$ cat src/rtl/jtx_pkg.sv
package jtx_pkg;
  typedef enum logic [1:0] {
    ST_SYNC = 2'd0,
    ST_WAIT = 2'd1,
    ST_ILA  = 2'd2,
    ST_DATA = 2'd3
  } seq_st_e;

  localparam logic [7:0] K_COMMA    = 8'hBC;
  localparam logic [7:0] K_MF_START = 8'h1C;
  localparam logic [7:0] K_MF_END   = 8'h7C;
  localparam logic [7:0] K_CFG_MARK = 8'h9C;
  localparam logic [7:0] D_TEST_ALT = 8'h50;
endpackage

$ cat src/rtl/jtx_lmfc.sv
module jtx_lmfc #(
  parameter int F_M1_W = 3,
  parameter int K_M1_W = 5
) (
  input  logic              clk,
  input  logic              rst_n,
  input  logic              sysref,
  input  logic              force_start,
  input  logic [K_M1_W-1:0] start_frm,
  input  logic [F_M1_W-1:0] f_m1,
  input  logic [K_M1_W-1:0] k_m1,
  output logic [F_M1_W-1:0] oct_cnt,
  output logic [K_M1_W-1:0] frm_cnt,
  output logic              bnd_nxt,
  output logic              fstart_nxt
);
  logic [F_M1_W-1:0] oct_n;
  logic [K_M1_W-1:0] frm_n;

  // next position of the multiframe clock
  always_comb begin
    oct_n = oct_cnt;
    frm_n = frm_cnt;
    if (sysref) begin
      oct_n = '0;
      frm_n = force_start ? start_frm : '0;
    end else if (oct_cnt >= f_m1) begin
      oct_n = '0;
      frm_n = (frm_cnt >= k_m1) ? '0 : frm_cnt + 1'b1;
    end else begin
      oct_n = oct_cnt + 1'b1;
    end
  end

  assign fstart_nxt = (oct_n == '0);
  assign bnd_nxt    = (oct_n == '0) && (frm_n == '0);

  always_ff @(posedge clk or negedge rst_n) begin
    if (!rst_n) begin
      oct_cnt <= '0;
      frm_cnt <= '0;
    end else begin
      oct_cnt <= oct_n;
      frm_cnt <= frm_n;
    end
  end
endmodule

$ cat src/rtl/jtx_seq_ctrl.sv
module jtx_seq_ctrl
  import jtx_pkg::*;
(
  input  logic       clk,
  input  logic       rst_n,
  input  logic       req,
  input  logic       bnd_nxt,
  input  logic       fstart_nxt,
  input  logic [1:0] hold_cfg,
  input  logic       skip_ila,
  output logic       in_cgs,
  output logic       in_ila,
  output logic       in_data,
  output logic [1:0] mf_idx,
  output logic       tog
);
  seq_st_e    st_q, st_d;
  logic [1:0] hold_q, hold_d;
  logic [1:0] mf_q, mf_d;
  logic       tog_d;
  logic       cgs_d;

  assign in_cgs  = (st_q == ST_SYNC) || (st_q == ST_WAIT);
  assign in_ila  = (st_q == ST_ILA);
  assign in_data = (st_q == ST_DATA);
  assign mf_idx  = mf_q;

  always_comb begin
    st_d   = st_q;
    hold_d = hold_q;
    mf_d   = mf_q;
    unique case (st_q)
      ST_SYNC: begin
        if (!req) begin
          if (bnd_nxt && (hold_cfg == 2'd0)) begin
            st_d = skip_ila ? ST_DATA : ST_ILA;
            mf_d = 2'd0;
          end else begin
            st_d   = ST_WAIT;
            hold_d = bnd_nxt ? hold_cfg - 2'd1 : hold_cfg;
          end
        end
      end
      ST_WAIT: begin
        if (req) begin
          st_d = ST_SYNC;
        end else if (bnd_nxt) begin
          if (hold_q == 2'd0) begin
            st_d = skip_ila ? ST_DATA : ST_ILA;
            mf_d = 2'd0;
          end else begin
            hold_d = hold_q - 2'd1;
          end
        end
      end
      ST_ILA: begin
        if (req && fstart_nxt) begin
          st_d = ST_SYNC;
        end else if (bnd_nxt) begin
          if (mf_q == 2'd3) st_d = ST_DATA;
          else              mf_d = mf_q + 2'd1;
        end
      end
      ST_DATA: begin
        if (req && fstart_nxt) st_d = ST_SYNC;
      end
      default: st_d = ST_SYNC;
    endcase
    cgs_d = (st_d == ST_SYNC) || (st_d == ST_WAIT);
    tog_d = (cgs_d && in_cgs) ? ~tog : 1'b0;
  end

  always_ff @(posedge clk or negedge rst_n) begin
    if (!rst_n) begin
      st_q   <= ST_SYNC;
      hold_q <= 2'd0;
      mf_q   <= 2'd0;
      tog    <= 1'b0;
    end else begin
      st_q   <= st_d;
      hold_q <= hold_d;
      mf_q   <= mf_d;
      tog    <= tog_d;
    end
  end
endmodule

$ cat src/rtl/jtx_ila_gen.sv
module jtx_ila_gen
  import jtx_pkg::*;
#(
  parameter int F_M1_W = 3,
  parameter int K_M1_W = 5,
  parameter int NCFG   = 14
) (
  input  logic [F_M1_W-1:0] f_m1,
  input  logic [K_M1_W-1:0] k_m1,
  input  logic [F_M1_W-1:0] oct_cnt,
  input  logic [K_M1_W-1:0] frm_cnt,
  input  logic [1:0]        mf_idx,
  input  logic [NCFG*8-1:0] cfg_octets,
  output logic [7:0]        ila_oct,
  output logic              ila_k
);
  localparam int IDX_W = F_M1_W + K_M1_W;

  logic [IDX_W-1:0] idx;
  logic             is_last;
  logic             cfg_hit;
  logic [7:0]       cfg_val;

  assign idx     = IDX_W'(frm_cnt) * (IDX_W'(f_m1) + IDX_W'(1)) + IDX_W'(oct_cnt);
  assign is_last = (frm_cnt == k_m1) && (oct_cnt == f_m1);

  always_comb begin
    cfg_hit = 1'b0;
    cfg_val = 8'h00;
    for (int j = 0; j < NCFG; j++) begin
      if (idx == IDX_W'(j + 2)) begin
        cfg_hit = 1'b1;
        cfg_val = cfg_octets[j*8 +: 8];
      end
    end
  end

  // priority: start marker, end marker, config marker, config octets, filler
  always_comb begin
    ila_oct = 8'(idx);
    ila_k   = 1'b0;
    if (idx == '0) begin
      ila_oct = K_MF_START;
      ila_k   = 1'b1;
    end else if (is_last) begin
      ila_oct = K_MF_END;
      ila_k   = 1'b1;
    end else if (mf_idx == 2'd1 && idx == IDX_W'(1)) begin
      ila_oct = K_CFG_MARK;
      ila_k   = 1'b1;
    end else if (mf_idx == 2'd1 && cfg_hit) begin
      ila_oct = cfg_val;
    end
  end
endmodule

$ cat src/rtl/jtx_link_seq.sv
module jtx_link_seq
  import jtx_pkg::*;
#(
  parameter int F_M1_W = 3,
  parameter int K_M1_W = 5,
  parameter int NCFG   = 14
) (
  input  logic              clk,
  input  logic              rst_n,
  input  logic              sync_ext,
  input  logic              sync_reg,
  input  logic              sync_sel,
  input  logic              sysref,
  input  logic              lmfc_force,
  input  logic [K_M1_W-1:0] lmfc_start,
  input  logic [F_M1_W-1:0] f_m1,
  input  logic [K_M1_W-1:0] k_m1,
  input  logic [1:0]        ila_hold,
  input  logic              ila_skip,
  input  logic              sync_test,
  input  logic [NCFG*8-1:0] cfg_octets,
  input  logic [7:0]        in_data,
  input  logic              in_valid,
  output logic              in_ready,
  output logic [7:0]        out_data,
  output logic              out_k
);
  logic              req;
  logic [F_M1_W-1:0] oct_cnt;
  logic [K_M1_W-1:0] frm_cnt;
  logic              bnd_nxt, fstart_nxt;
  logic              st_cgs, st_ila, st_data, tog;
  logic [1:0]        mf_idx;
  logic [7:0]        ila_oct;
  logic              ila_k;

  assign req = sync_sel ? sync_reg : sync_ext;

  jtx_lmfc #(.F_M1_W(F_M1_W), .K_M1_W(K_M1_W)) u_lmfc (
    .clk(clk), .rst_n(rst_n), .sysref(sysref), .force_start(lmfc_force),
    .start_frm(lmfc_start), .f_m1(f_m1), .k_m1(k_m1),
    .oct_cnt(oct_cnt), .frm_cnt(frm_cnt), .bnd_nxt(bnd_nxt), .fstart_nxt(fstart_nxt)
  );

  jtx_seq_ctrl u_ctrl (
    .clk(clk), .rst_n(rst_n), .req(req), .bnd_nxt(bnd_nxt), .fstart_nxt(fstart_nxt),
    .hold_cfg(ila_hold), .skip_ila(ila_skip),
    .in_cgs(st_cgs), .in_ila(st_ila), .in_data(st_data), .mf_idx(mf_idx), .tog(tog)
  );

  jtx_ila_gen #(.F_M1_W(F_M1_W), .K_M1_W(K_M1_W), .NCFG(NCFG)) u_ila (
    .f_m1(f_m1), .k_m1(k_m1), .oct_cnt(oct_cnt), .frm_cnt(frm_cnt),
    .mf_idx(mf_idx), .cfg_octets(cfg_octets), .ila_oct(ila_oct), .ila_k(ila_k)
  );

  assign in_ready = st_data;

  always_comb begin
    out_data = K_COMMA;
    out_k    = 1'b1;
    if (st_ila) begin
      out_data = ila_oct;
      out_k    = ila_k;
    end else if (st_data) begin
      out_data = in_valid ? in_data : 8'h00;
      out_k    = 1'b0;
    end else if (st_cgs && sync_test && tog) begin
      out_data = D_TEST_ALT;
      out_k    = 1'b0;
    end
  end
endmodule

$ cat config.mk
export PLATFORM = sky130hd
export DESIGN_NAME = jtx_link_seq
export DESIGN_NICKNAME = d
export VERILOG_FILES = /design/src/rtl/jtx_pkg.sv /design/src/rtl/jtx_lmfc.sv /design/src/rtl/jtx_seq_ctrl.sv /design/src/rtl/jtx_ila_gen.sv /design/src/rtl/jtx_link_seq.sv
export SDC_FILE = /design/constraint.sdc
export NUM_CORES = 1
export LEC_CHECK = 0
export BUFFER_PORTS_ARGS = -buffer_cell sky130_fd_sc_hd__buf_4
export CAP_MARGIN = 20
export CORE_ASPECT_RATIO = 0.7
export CORE_MARGIN = 8
export CORE_UTILIZATION = 53
export CTS_CLUSTER_SIZE = 20
export DETAILED_ROUTE_END_ITERATION = 7
export MAX_ROUTING_LAYER = met4
export PLACE_DENSITY = 0.89
export SLEW_MARGIN = 25
export SYNTH_ARGS = -nofsm -noshare
export SYNTH_HDL_FRONTEND = slang
export SYNTH_SLANG_ARGS = --single-unit
$ cat constraint.sdc
create_clock -name clk -period 10.6 [get_ports clk]
set_input_delay 0.53 -clock clk [delete_from_list [all_inputs] [get_ports clk]]
set_output_delay 0.53 -clock clk [all_outputs]
set_load 0.02 [all_outputs]
==> impl_metrics.toml, run 1 <==
[status]
status = "finished clean"

[sta]
holdWs_ns = 0.1061
setup_tns_ns = 0
period_share_pct = 58.59
setup_ws_ns = 4.389
slew_violations = 0
setup_viol_count_final = 0
rsz0062_at_grt = "false"
worst_clock_skew_ns = 0.009339
period_minus_slack_ns = 6.211
max_freq_ghz = 0.1610
slew_headroom_pct = 29.67
worst_pin_slew_ns = 1.051
finalHoldViolCount = 0

[worst_setup_path]
endpoint_kind = "output port"
critPathLaunchType = "input pin"
path_common_cell = "ha_1"
crit_chain = "buf_4 -> ha_1 -> xor2_1 -> nand2_1 -> fa_1 -> inv_1 -> fa_1 -> ha_1 -> ha_1 -> xor2_1 -> nand2b_1 -> o32ai_2 -> a21oi_1 -> o221ai_1 -> o311ai_0 -> nand4_1 -> a32o_1 -> buf_4"
crit_arrival_ns = 5.68
max_stage_delay_ns = 0.84
crit_required_ns = 10.07
crit_slowest_cell = "xor2_1"
cp_max_fo = 14
crit_type = "in -> out"

[yosys]
synthFlopType = "dfrtp_1"
synth_edf_count = 0
synth_cell_types = 64
ys_ff_latch = 15
syn-num-nets = 625
synthArstFlopShare_pct = 100.0
syn_area_um2 = 3357
syn_inst = 440
yosysSeqAreaShare_pct = 11.18
ys_warn_count = 0
synth.avg_cell_area_um2 = 7.629

[clock_network]
cts_root_buf = "clkbuf_8"
cts_hold_buf = 0
cts_resized = 0
cts_max_level = 1
insertion_delay_ns = 0.26
postCtsSetupRepairBufs = 0
clk_pin_slew_ns = 0.07
clk_path_buf_depth = 2
cts_tree = "built"
cts.sinks = 15
cts-buffers-inserted = 3

[routing]
highest_layer = "met4"
drt-initial-drc-count = 424
postRouteWirelength_um = 13450
wl_met3_um = 1466
wl_met2_um = 6146
ant_nets = 0
wl_per_cell_um = 20.60
dr.pass1.iters = 5
num_vias = 4038
drc = 0
wl_met1_um = 5731
viasPerCell = 6.184

[floorplan]
coreArea_um2 = 6186
num_rows = 24
dieHeight_um = 82.59
die_x_um = 111.1
pin_count = 155
die-area_um2 = 9177
start_util_pct = 54.27

[global_route]
grt_max_degree = 57
overflow = 0
grt_pass1_wl_um = 20780
grt_util_all_layers_pct = 28.85
grt_pass1_vias = 3854
antenna_found_initial = 0

[hold_path]
min_path_type = "in -> async"

[placement]
dp_slack_ns = 4.512
hpwl_um = 11190
portBuffers = 154
routabilityCongestion = 0.9417

[cells_and_area]
drive_above_1_share_pct = 33.22
fin_util_pct = 73.58
area_growth_pct = 35.59
diodes = 0
num-nets-final = 761

[power]
p_per_area_nw_per_um2 = 203.0
vdd_drop_max_v = 0.0001145
p_leak_nw = 2.218

[run]
maxCapViolations = 0
metal layers:
| layer | global-route usage, % | vias to the layer above |
|---|---|---|
| met2 | 46.68 | 252 |
| met3 | 5.988 | 12 |
| met5 | - | - |
| met1 | 37.58 | 1885 |
| met4 | 3.841 | 0 |
| li1 | - | 1889 |
synth_stat cells, drive strengths merged, types with 2 or more instances:
master / n / share of area (%)
nor2b: 8 / 1.5
nand4: 8 / 1.5
nor2: 34 / 3.8
mux2: 14 / 4.8
a211oi: 5 / 1.1
a21o: 5 / 1.2
mux2i: 20 / 6.0
and2: 19 / 3.8
o22a: 2 / 0.52
nand2b: 11 / 2.1
a32o: 2 / 0.60
a31oi: 2 / 0.37
o22ai: 9 / 1.7
mux4: 2 / 1.3
xnor2: 10 / 2.6
o21ai: 31 / 4.7
and3: 6 / 1.2
inv: 31 / 3.5
a31o: 2 / 0.52
xor2: 4 / 1.0
o21a: 3 / 0.67
ha: 33 / 12
a22o: 2 / 0.52
nand3b: 2 / 0.45
clkbuf: 8 / 0.93
o221ai: 3 / 0.78
a32oi: 2 / 0.52
a21oi: 32 / 4.8
a221oi: 3 / 0.78
a2111oi: 3 / 0.82
a221o: 2 / 0.60
fa: 7 / 4.2
a22oi: 4 / 0.89
o311ai: 3 / 1.0
nor3: 9 / 1.6
nand3: 13 / 1.9
nand2: 30 / 3.4
o31a: 2 / 0.52
dfrtp: 15 / 11
o31ai: 5 / 1.1
buf: 17 / 2.7
o211ai: 7 / 1.6
cell families (layout without fill, tap and decap cells):
group	count (synthesis)	count (layout)	synth area share (%)
mux	36	36	12.11
buf+inv	56	191	7.119
fa+ha+maj	40	40	16.47
flops	15	15	11.18
xor+xnor	14	14	3.652
compound gates	134	134	26.80
simple gates	145	145	22.66
cells in the final DEF, fill, tap and decap left out, types with 13 or more instances in the layout:
master and instances:
mux2i_1 20, nor2_1 34, buf_4 156, and2_1 16, a21oi_1 32, o21ai_0 30
dfrtp_1 15, nand3_1 13, inv_1 31, mux2_2 13, ha_1 32, nand2_1 30
critical path, delay by kind of cell:
family,cells,cell delay [ns]
buf+inv,3,0.34
fa+ha+maj,5,1.88
simple gates,3,0.74
xor+xnor,2,1.15
compound gates,5,1.04
registers in the layout (all words and copies together), names as in the netlist:
signal          cells
u_ctrl.hold_q       2
u_ctrl.mf_idx       2
u_lmfc.frm_cnt      5
u_ctrl.tog          1
u_lmfc.oct_cnt      3
u_ctrl.st_q         2
cell type report:
class | instances | area, µm²
Multi-Input combinational cell | 369 | 2745
Fill cell | 495 | 1634
Timing Repair Buffer | 156 | 1171
Sequential cell | 15 | 375.4
Inverter | 31 | 116.4
Tap cell | 78 | 97.59
Clock buffer | 3 | 41.29
Clock inverter | 1 | 5.005
metrics by stage:
stage / total power, W / area [µm²] / std cells
after CTS: 0.0008995 / 4552 / 653
after global routing: 0.0009903 / 4552 / 653
after floorplan: 0.0006515 / 3357 / 440
after detailed placement: 0.0008474 / 4506 / 649
final: 0.0009240 / 4552 / 653
after global placement: 0.0008322 / 4506 / 649
where the power goes:
part	leakage, nW	internal, W	total, W	switching (W)
registers	0.193	0.0000729	0.0000994	0.0000265
logic	2.00	0.000309	0.000776	0.000467
clock network	0.0255	0.0000261	0.0000489	0.0000228
total	2.22	0.000408	0.000924	0.000516
worst paths after layout:
kind	from	endpoint	slack, ns	depth (start not counted)
min in group clk	sysref	u_lmfc.oct_cnt[0]$_DFF_PN0_	0.48	2
max reg2reg	u_lmfc.frm_cnt[2]$_DFF_PN0_	u_ctrl.hold_q[0]$_DFFE_PN0P_	7.64	9
max	f_m1[0]	out_data[0]	4.39	18
min	rst_n	u_ctrl.st_q[0]$_DFF_PN0_	0.11	1
max in group asynchronous	rst_n	u_lmfc.frm_cnt[2]$_DFF_PN0_	10.31	1
min reg2reg	u_ctrl.tog$_DFF_PN0_	u_ctrl.tog$_DFF_PN0_	0.48	1
(Power assumes the default switching activity.)
==> run 2, diff against run 1 <==
Settings changed: CORE_UTILIZATION 53 to 49, PLACE_DENSITY 0.89 to 0.83.
Clock period 10.6 ns to 6.4 ns, I/O delays scaled along.
==> impl_metrics.toml, run 2 (synthesis results as in run 1) <==
[worst_setup_path]
crit_chain = "buf_4 -> ha_1 -> xor2_1 -> nand2_1 -> fa_1 -> inv_1 -> fa_1 -> ha_1 -> ha_1 -> a21oi_1 -> mux2i_1 -> o211ai_1 -> nor3_2 -> and2_4 -> mux2_4 -> a32o_1 -> buf_4"
crit_buf_inv = 3
critPathLaunchType = "input pin"
crit_required_ns = 6.08
path_common_cell = "ha_1"
max_stage_delay_ns = 0.63
cpLargestDelayFamily = "adder cells"
endpoint_kind = "output port"
cp_max_fo = 14
crit_type = "in -> out"
crit_arrival_ns = 5.17
crit_slowest_cell = "nor3_2"

[routing]
postRouteWirelength_um = 12980
viasPerCell = 6.013
dr.pass1.iters = 5
wl_per_cell_um = 19.31
drt-initial-drc-count = 382
drc = 0
ant_nets = 0
num_vias = 4041

[global_route]
grt_pass1_wl_um = 20020
antenna_found_initial = 0
grt_pass1_vias = 3780
overflow = 0
grt_util_all_layers_pct = 25.93
grt_max_degree = 57

[cells_and_area]
regMostFlops = "u_lmfc.frm_cnt"
num-nets-final = 764
diodes = 0
area_growth_pct = 36.94
top_regs = "u_lmfc.frm_cnt x5, u_lmfc.oct_cnt x3"
design_area_um2 = 4597
seq_area_um2 = 375.4
multi_input_area_um2 = 2745
stdcell_count = 672
largest_reg_flops = 5
fillCellCount = 599
final_common_cell = "buf_4"
drive_above_1_share_pct = 33.39
final_cell_mix = "158 x buf_4, 34 x nor2_1, 32 x a21oi_1, 32 x ha_1, 31 x inv_1"

[floorplan]
coreArea_um2 = 6694
die-area_um2 = 9798
die_x_um = 114.9
start_util_pct = 50.15
dieHeight_um = 85.25
pin_count = 155
num_rows = 25

[sta]
period_share_pct = 85.82
setup_tns_ns = 0
finalHoldViolCount = 0
slew_headroom_pct = 34.82
setup_viol_count_final = 0
max_freq_ghz = 0.1821
worst_clock_skew_ns = 0.005869
period_minus_slack_ns = 5.492
slew_violations = 0
rsz0062_at_grt = "false"
worst_pin_slew_ns = 0.9777

[placement]
place_inst = 667
postPlaceCellArea_um2 = 4541
hpwl_um = 10690
portBuffers = 154
routabilityCongestion = 1.001

[clock_network]
clk_pin_slew_ns = 0.07
insertion_delay_ns = 0.26
cts-buffers-inserted = 3
clk_path_buf_depth = 2
cts_tree = "built"
cts_max_level = 1
cts_resized = 0
cts_root_buf = "clkbuf_8"
cts.sinks = 15

[power]
p_per_area_nw_per_um2 = 336.6
p_total_w = 0.001548
vdd_drop_max_v = 0.0002013
p_leak_nw = 2.231

[hold_path]
min_path_type = "in -> reg"

[run]
maxCapViolations = 0

[status]
status = "finished clean"
## run 2: cell count changes in the layout (fill, tap and decap cells not counted)
cell	delta
buf_4	+2
dlygate4sd3_1	+1
## run 2: power by group
group	switching, W	internal [W]	total [W]	leakage (nW)
Clock	0.0000393	0.0000433	0.0000826	0.0255
Sequential	0.0000447	0.000121	0.000165	0.193
Combinational	0.000777	0.000523	0.00130	2.01
## run 2: through the flow
step / utilization (%) / setup slack, ns / hold WS [ns]
6_report: 68.67 / 0.9077 / 0.2811
5_1_grt: 68.67 / 0.6388 / 0.2887
4_1_cts: 68.67 / 0.9450 / 0.2813
3_5_place_dp: 67.83 / 0.9451 / 0.1904
3_3_place_gp: 67.83 / 1.151 / 0.1910
2_1_floorplan: - / 1.866 / 0.02441
## run 2: per-layer routing
layer  part of all wire [%]  global-route usage [%]  vias up
met2                     47                   40.90      208
li1                       -                       -     1896
met4                    1.3                   4.394        0
met5                      0                       -        -
met3                    9.3                   5.315       20
met1                     42                   33.80     1917
## run 2: worst register-to-register path, stage by stage, from the launching register on
cell and delay, ns:
dfrtp_1 0.54, ha_1 0.39, nand4_1 0.13, o221ai_1 0.38
nor2_1 0.13, a31oi_1 0.33, nand4b_4 0.22, o21a_1 0.24
nor3_2 0.24, mux2i_1 0.21
## run 2: timing repair
| item | 4_1_cts | 5_1_grt |
|---|---|---|
| hold buffers | 1 | 0 |
| endpoints found under the setup margin | 0 | 0 |
| endpoints found under the hold margin | 15 | 0 |
| buffers inserted | 0 | 0 |
## run 2: final cells by class
cell class | count | area share (%)
flip-flops and latches | 15 | 8.165
multi-input cells | 369 | 59.72
clock buffers | 3 | 0.8982
clock inverters | 1 | 0.1089
inverters | 31 | 2.531
repair buffers | 159 | 26.02
well taps | 94 | 2.559
## run 2: worst paths after layout
| check | from | end | slack [ns] | depth (start not counted) |
|---|---|---|---|---|
| setup / recovery | f_m1[0] | out_data[0] | 0.91 | 17 |
| hold / removal | lmfc_start[0] | u_lmfc.frm_cnt[0]$_DFF_PN0_ | 0.28 | 3 |
| setup reg to reg | u_lmfc.frm_cnt[2]$_DFF_PN0_ | u_ctrl.hold_q[0]$_DFFE_PN0P_ | 3.54 | 9 |
| hold reg to reg | u_ctrl.tog$_DFF_PN0_ | u_ctrl.tog$_DFF_PN0_ | 0.47 | 1 |
| max in group asynchronous | rst_n | u_lmfc.frm_cnt[1]$_DFF_PN0_ | 5.75 | 2 |
| min in group asynchronous | rst_n | u_ctrl.hold_q[1]$_DFFE_PN0P_ | 0.45 | 2 |
==> run 3, diff against run 2 <==
Settings changed: CELL_PAD_IN_SITES_DETAIL_PLACEMENT set to 2, CELL_PAD_IN_SITES_GLOBAL_PLACEMENT set to 2, CORE_ASPECT_RATIO 0.7 to 0.75, CORE_UTILIZATION 49 to 26, PLACE_DENSITY 0.83 to not set, PLACE_DENSITY_LB_ADDON set to 0.1.
==> impl_metrics.toml, run 3 (synthesis results as in run 1) <==
[worst_setup_path]
crit_arrival_ns = 4.98
endpoint_kind = "output port"
critPathLaunchType = "input pin"
cp_max_fo = 14
crit_type = "in -> out"
crit_required_ns = 6.08
max_stage_delay_ns = 0.52
crit_chain = "buf_4 -> ha_1 -> xor2_1 -> nand2_1 -> fa_1 -> inv_1 -> fa_1 -> ha_1 -> ha_1 -> nor2b_1 -> o21a_1 -> o21a_1 -> o211ai_1 -> nor3_2 -> buf_4 -> and3_1 -> a2111oi_1 -> a21oi_1 -> buf_4"
crit_slowest_cell = "fa_1"

[placement]
hpwl_um = 13570
portBuffers = 154
dp_slack_ns = 1.074
routabilityCongestion = 0.8443
postPlaceCellArea_um2 = 4652

[clock_network]
cts.sinks = 15
cts_root_buf = "clkbuf_16"
clk_pin_slew_ns = 0.06
cts_resized = 0
postCtsSetupRepairBufs = 0
cts_hold_buf = 1
cts_tree = "built"
insertion_delay_ns = 0.25
clk_path_buf_depth = 2
cts_max_level = 1
cts-buffers-inserted = 3

[floorplan]
start_util_pct = 26.24
pin_count = 155
dieHeight_um = 114.4
coreArea_um2 = 12790
die-area_um2 = 16840
die_x_um = 147.2
num_rows = 36

[sta]
setup_tns_ns = 0
period_minus_slack_ns = 5.300
max_freq_ghz = 0.1887
setup_viol_count_final = 0
rsz0062_at_grt = "false"
finalHoldViolCount = 0
slew_violations = 0
setup_ws_ns = 1.100
worst_pin_slew_ns = 0.6638
worst_clock_skew_ns = 0.004802
slew_headroom_pct = 55.48
period_share_pct = 82.82

[cells_and_area]
area_growth_pct = 41.33
seq_area_um2 = 375.4
top_regs = "u_lmfc.frm_cnt x5, u_lmfc.oct_cnt x3"
drive_above_1_share_pct = 33.62
final_cell_mix = "160 x buf_4, 34 x nor2_1, 32 x a21oi_1, 32 x ha_1, 31 x inv_1"
diodes = 0
num-nets-final = 766
design_area_um2 = 4745
regMostFlops = "u_lmfc.frm_cnt"
final_common_cell = "buf_4"
largest_reg_flops = 5
multi_input_area_um2 = 2745
fillCellCount = 1521

[global_route]
use_met2_pct = 31.83
grt-busiest-layer = "met2"
met3_usage_pct = 2.054
antenna_found_initial = 0
grt_util_all_layers_pct = 19.08
overflow = 0
grt_pass1_vias = 4446
grt_util_met1_pct = 25.17
grt_max_degree = 46
grt_pass1_wl_um = 25090

[power]
p_total_w = 0.001666
p_clk_share_pct = 7.7
vdd_drop_max_v = 0.0001584
switching_share_pct = 55.38
p_leak_nw = 2.253
intPower_w = 0.0007435
p_per_area_nw_per_um2 = 351.2
p_comb_share_pct = 82.2
p_sw_w = 0.0009226
pwr-share-seq_pct = 10.1

[routing]
dr.pass1.iters = 4
drt-initial-drc-count = 121
wl_per_cell_um = 21.23
viasPerCell = 5.226
postRouteWirelength_um = 15940
num_vias = 3925
ant_nets = 0
drc = 0

[run]
maxCapViolations = 0

[hold_path]
min_path_type = "in -> reg"

[status]
status = "finished clean"
-- run 3: routing by layer --
layer,routed length [µm],vias to the layer above,share of wire [%]
li1,-,1901,-
met2,7574,82,48
met1,7585,1932,48
met4,192,0,1.2
met3,591,10,3.7
met5,0,-,0
-- run 3: cell type report --
| cell class | count | area share (%) |
|---|---|---|
| clock buffer | 3 | 1.582 |
| clock inverter | 1 | 0.1582 |
| inverter | 31 | 2.453 |
| multi-input combinational | 369 | 57.86 |
| sequential | 15 | 7.911 |
| tap | 171 | 4.509 |
| timing repair buffer | 161 | 25.53 |
-- run 3: final timing paths --
kind / start / to / slack, ns / depth (start not counted)
min: sysref / u_lmfc.oct_cnt[0]$_DFF_PN0_ / 0.29 / 2
min in group asynchronous: rst_n / u_ctrl.hold_q[0]$_DFFE_PN0P_ / 0.48 / 2
max: f_m1[0] / out_data[6] / 1.10 / 19
max in group asynchronous: rst_n / u_ctrl.tog$_DFF_PN0_ / 5.74 / 2
min reg2reg: u_ctrl.tog$_DFF_PN0_ / u_ctrl.tog$_DFF_PN0_ / 0.47 / 1
max reg2reg: u_lmfc.oct_cnt[0]$_DFF_PN0_ / u_ctrl.hold_q[1]$_DFFE_PN0P_ / 3.38 / 10
-- run 3: power groups by stage --
stage                     combinational (W)  clock, W  sequential, W
after floorplan                    0.000942         0       0.000137
after global placement              0.00133         0       0.000167
after detailed placement            0.00137         0       0.000170
after CTS                           0.00138  0.000130       0.000168
after global routing                0.00151  0.000135       0.000175
final                               0.00137  0.000129       0.000168
-- run 3: stage by stage --
step | std cells | util [%] | hold slack, ns
6_report | 751 | 37.09 | 0.2921
5_1_grt | 751 | 37.09 | 0.2896
4_1_cts | 751 | 37.09 | 0.2913
3_5_place_dp | 746 | 36.37 | 0.1998
3_3_place_gp | 746 | 36.37 | 0.1952
2_1_floorplan | 440 | - | 0.02441
-- run 3: critical path: cells and delay by family --
kind	cells	cell delay (ns)
xor+xnor	1	0.28
buf+inv	4	0.59
compound gates	5	1.32
simple gates	4	0.59
fa+ha+maj	5	1.87
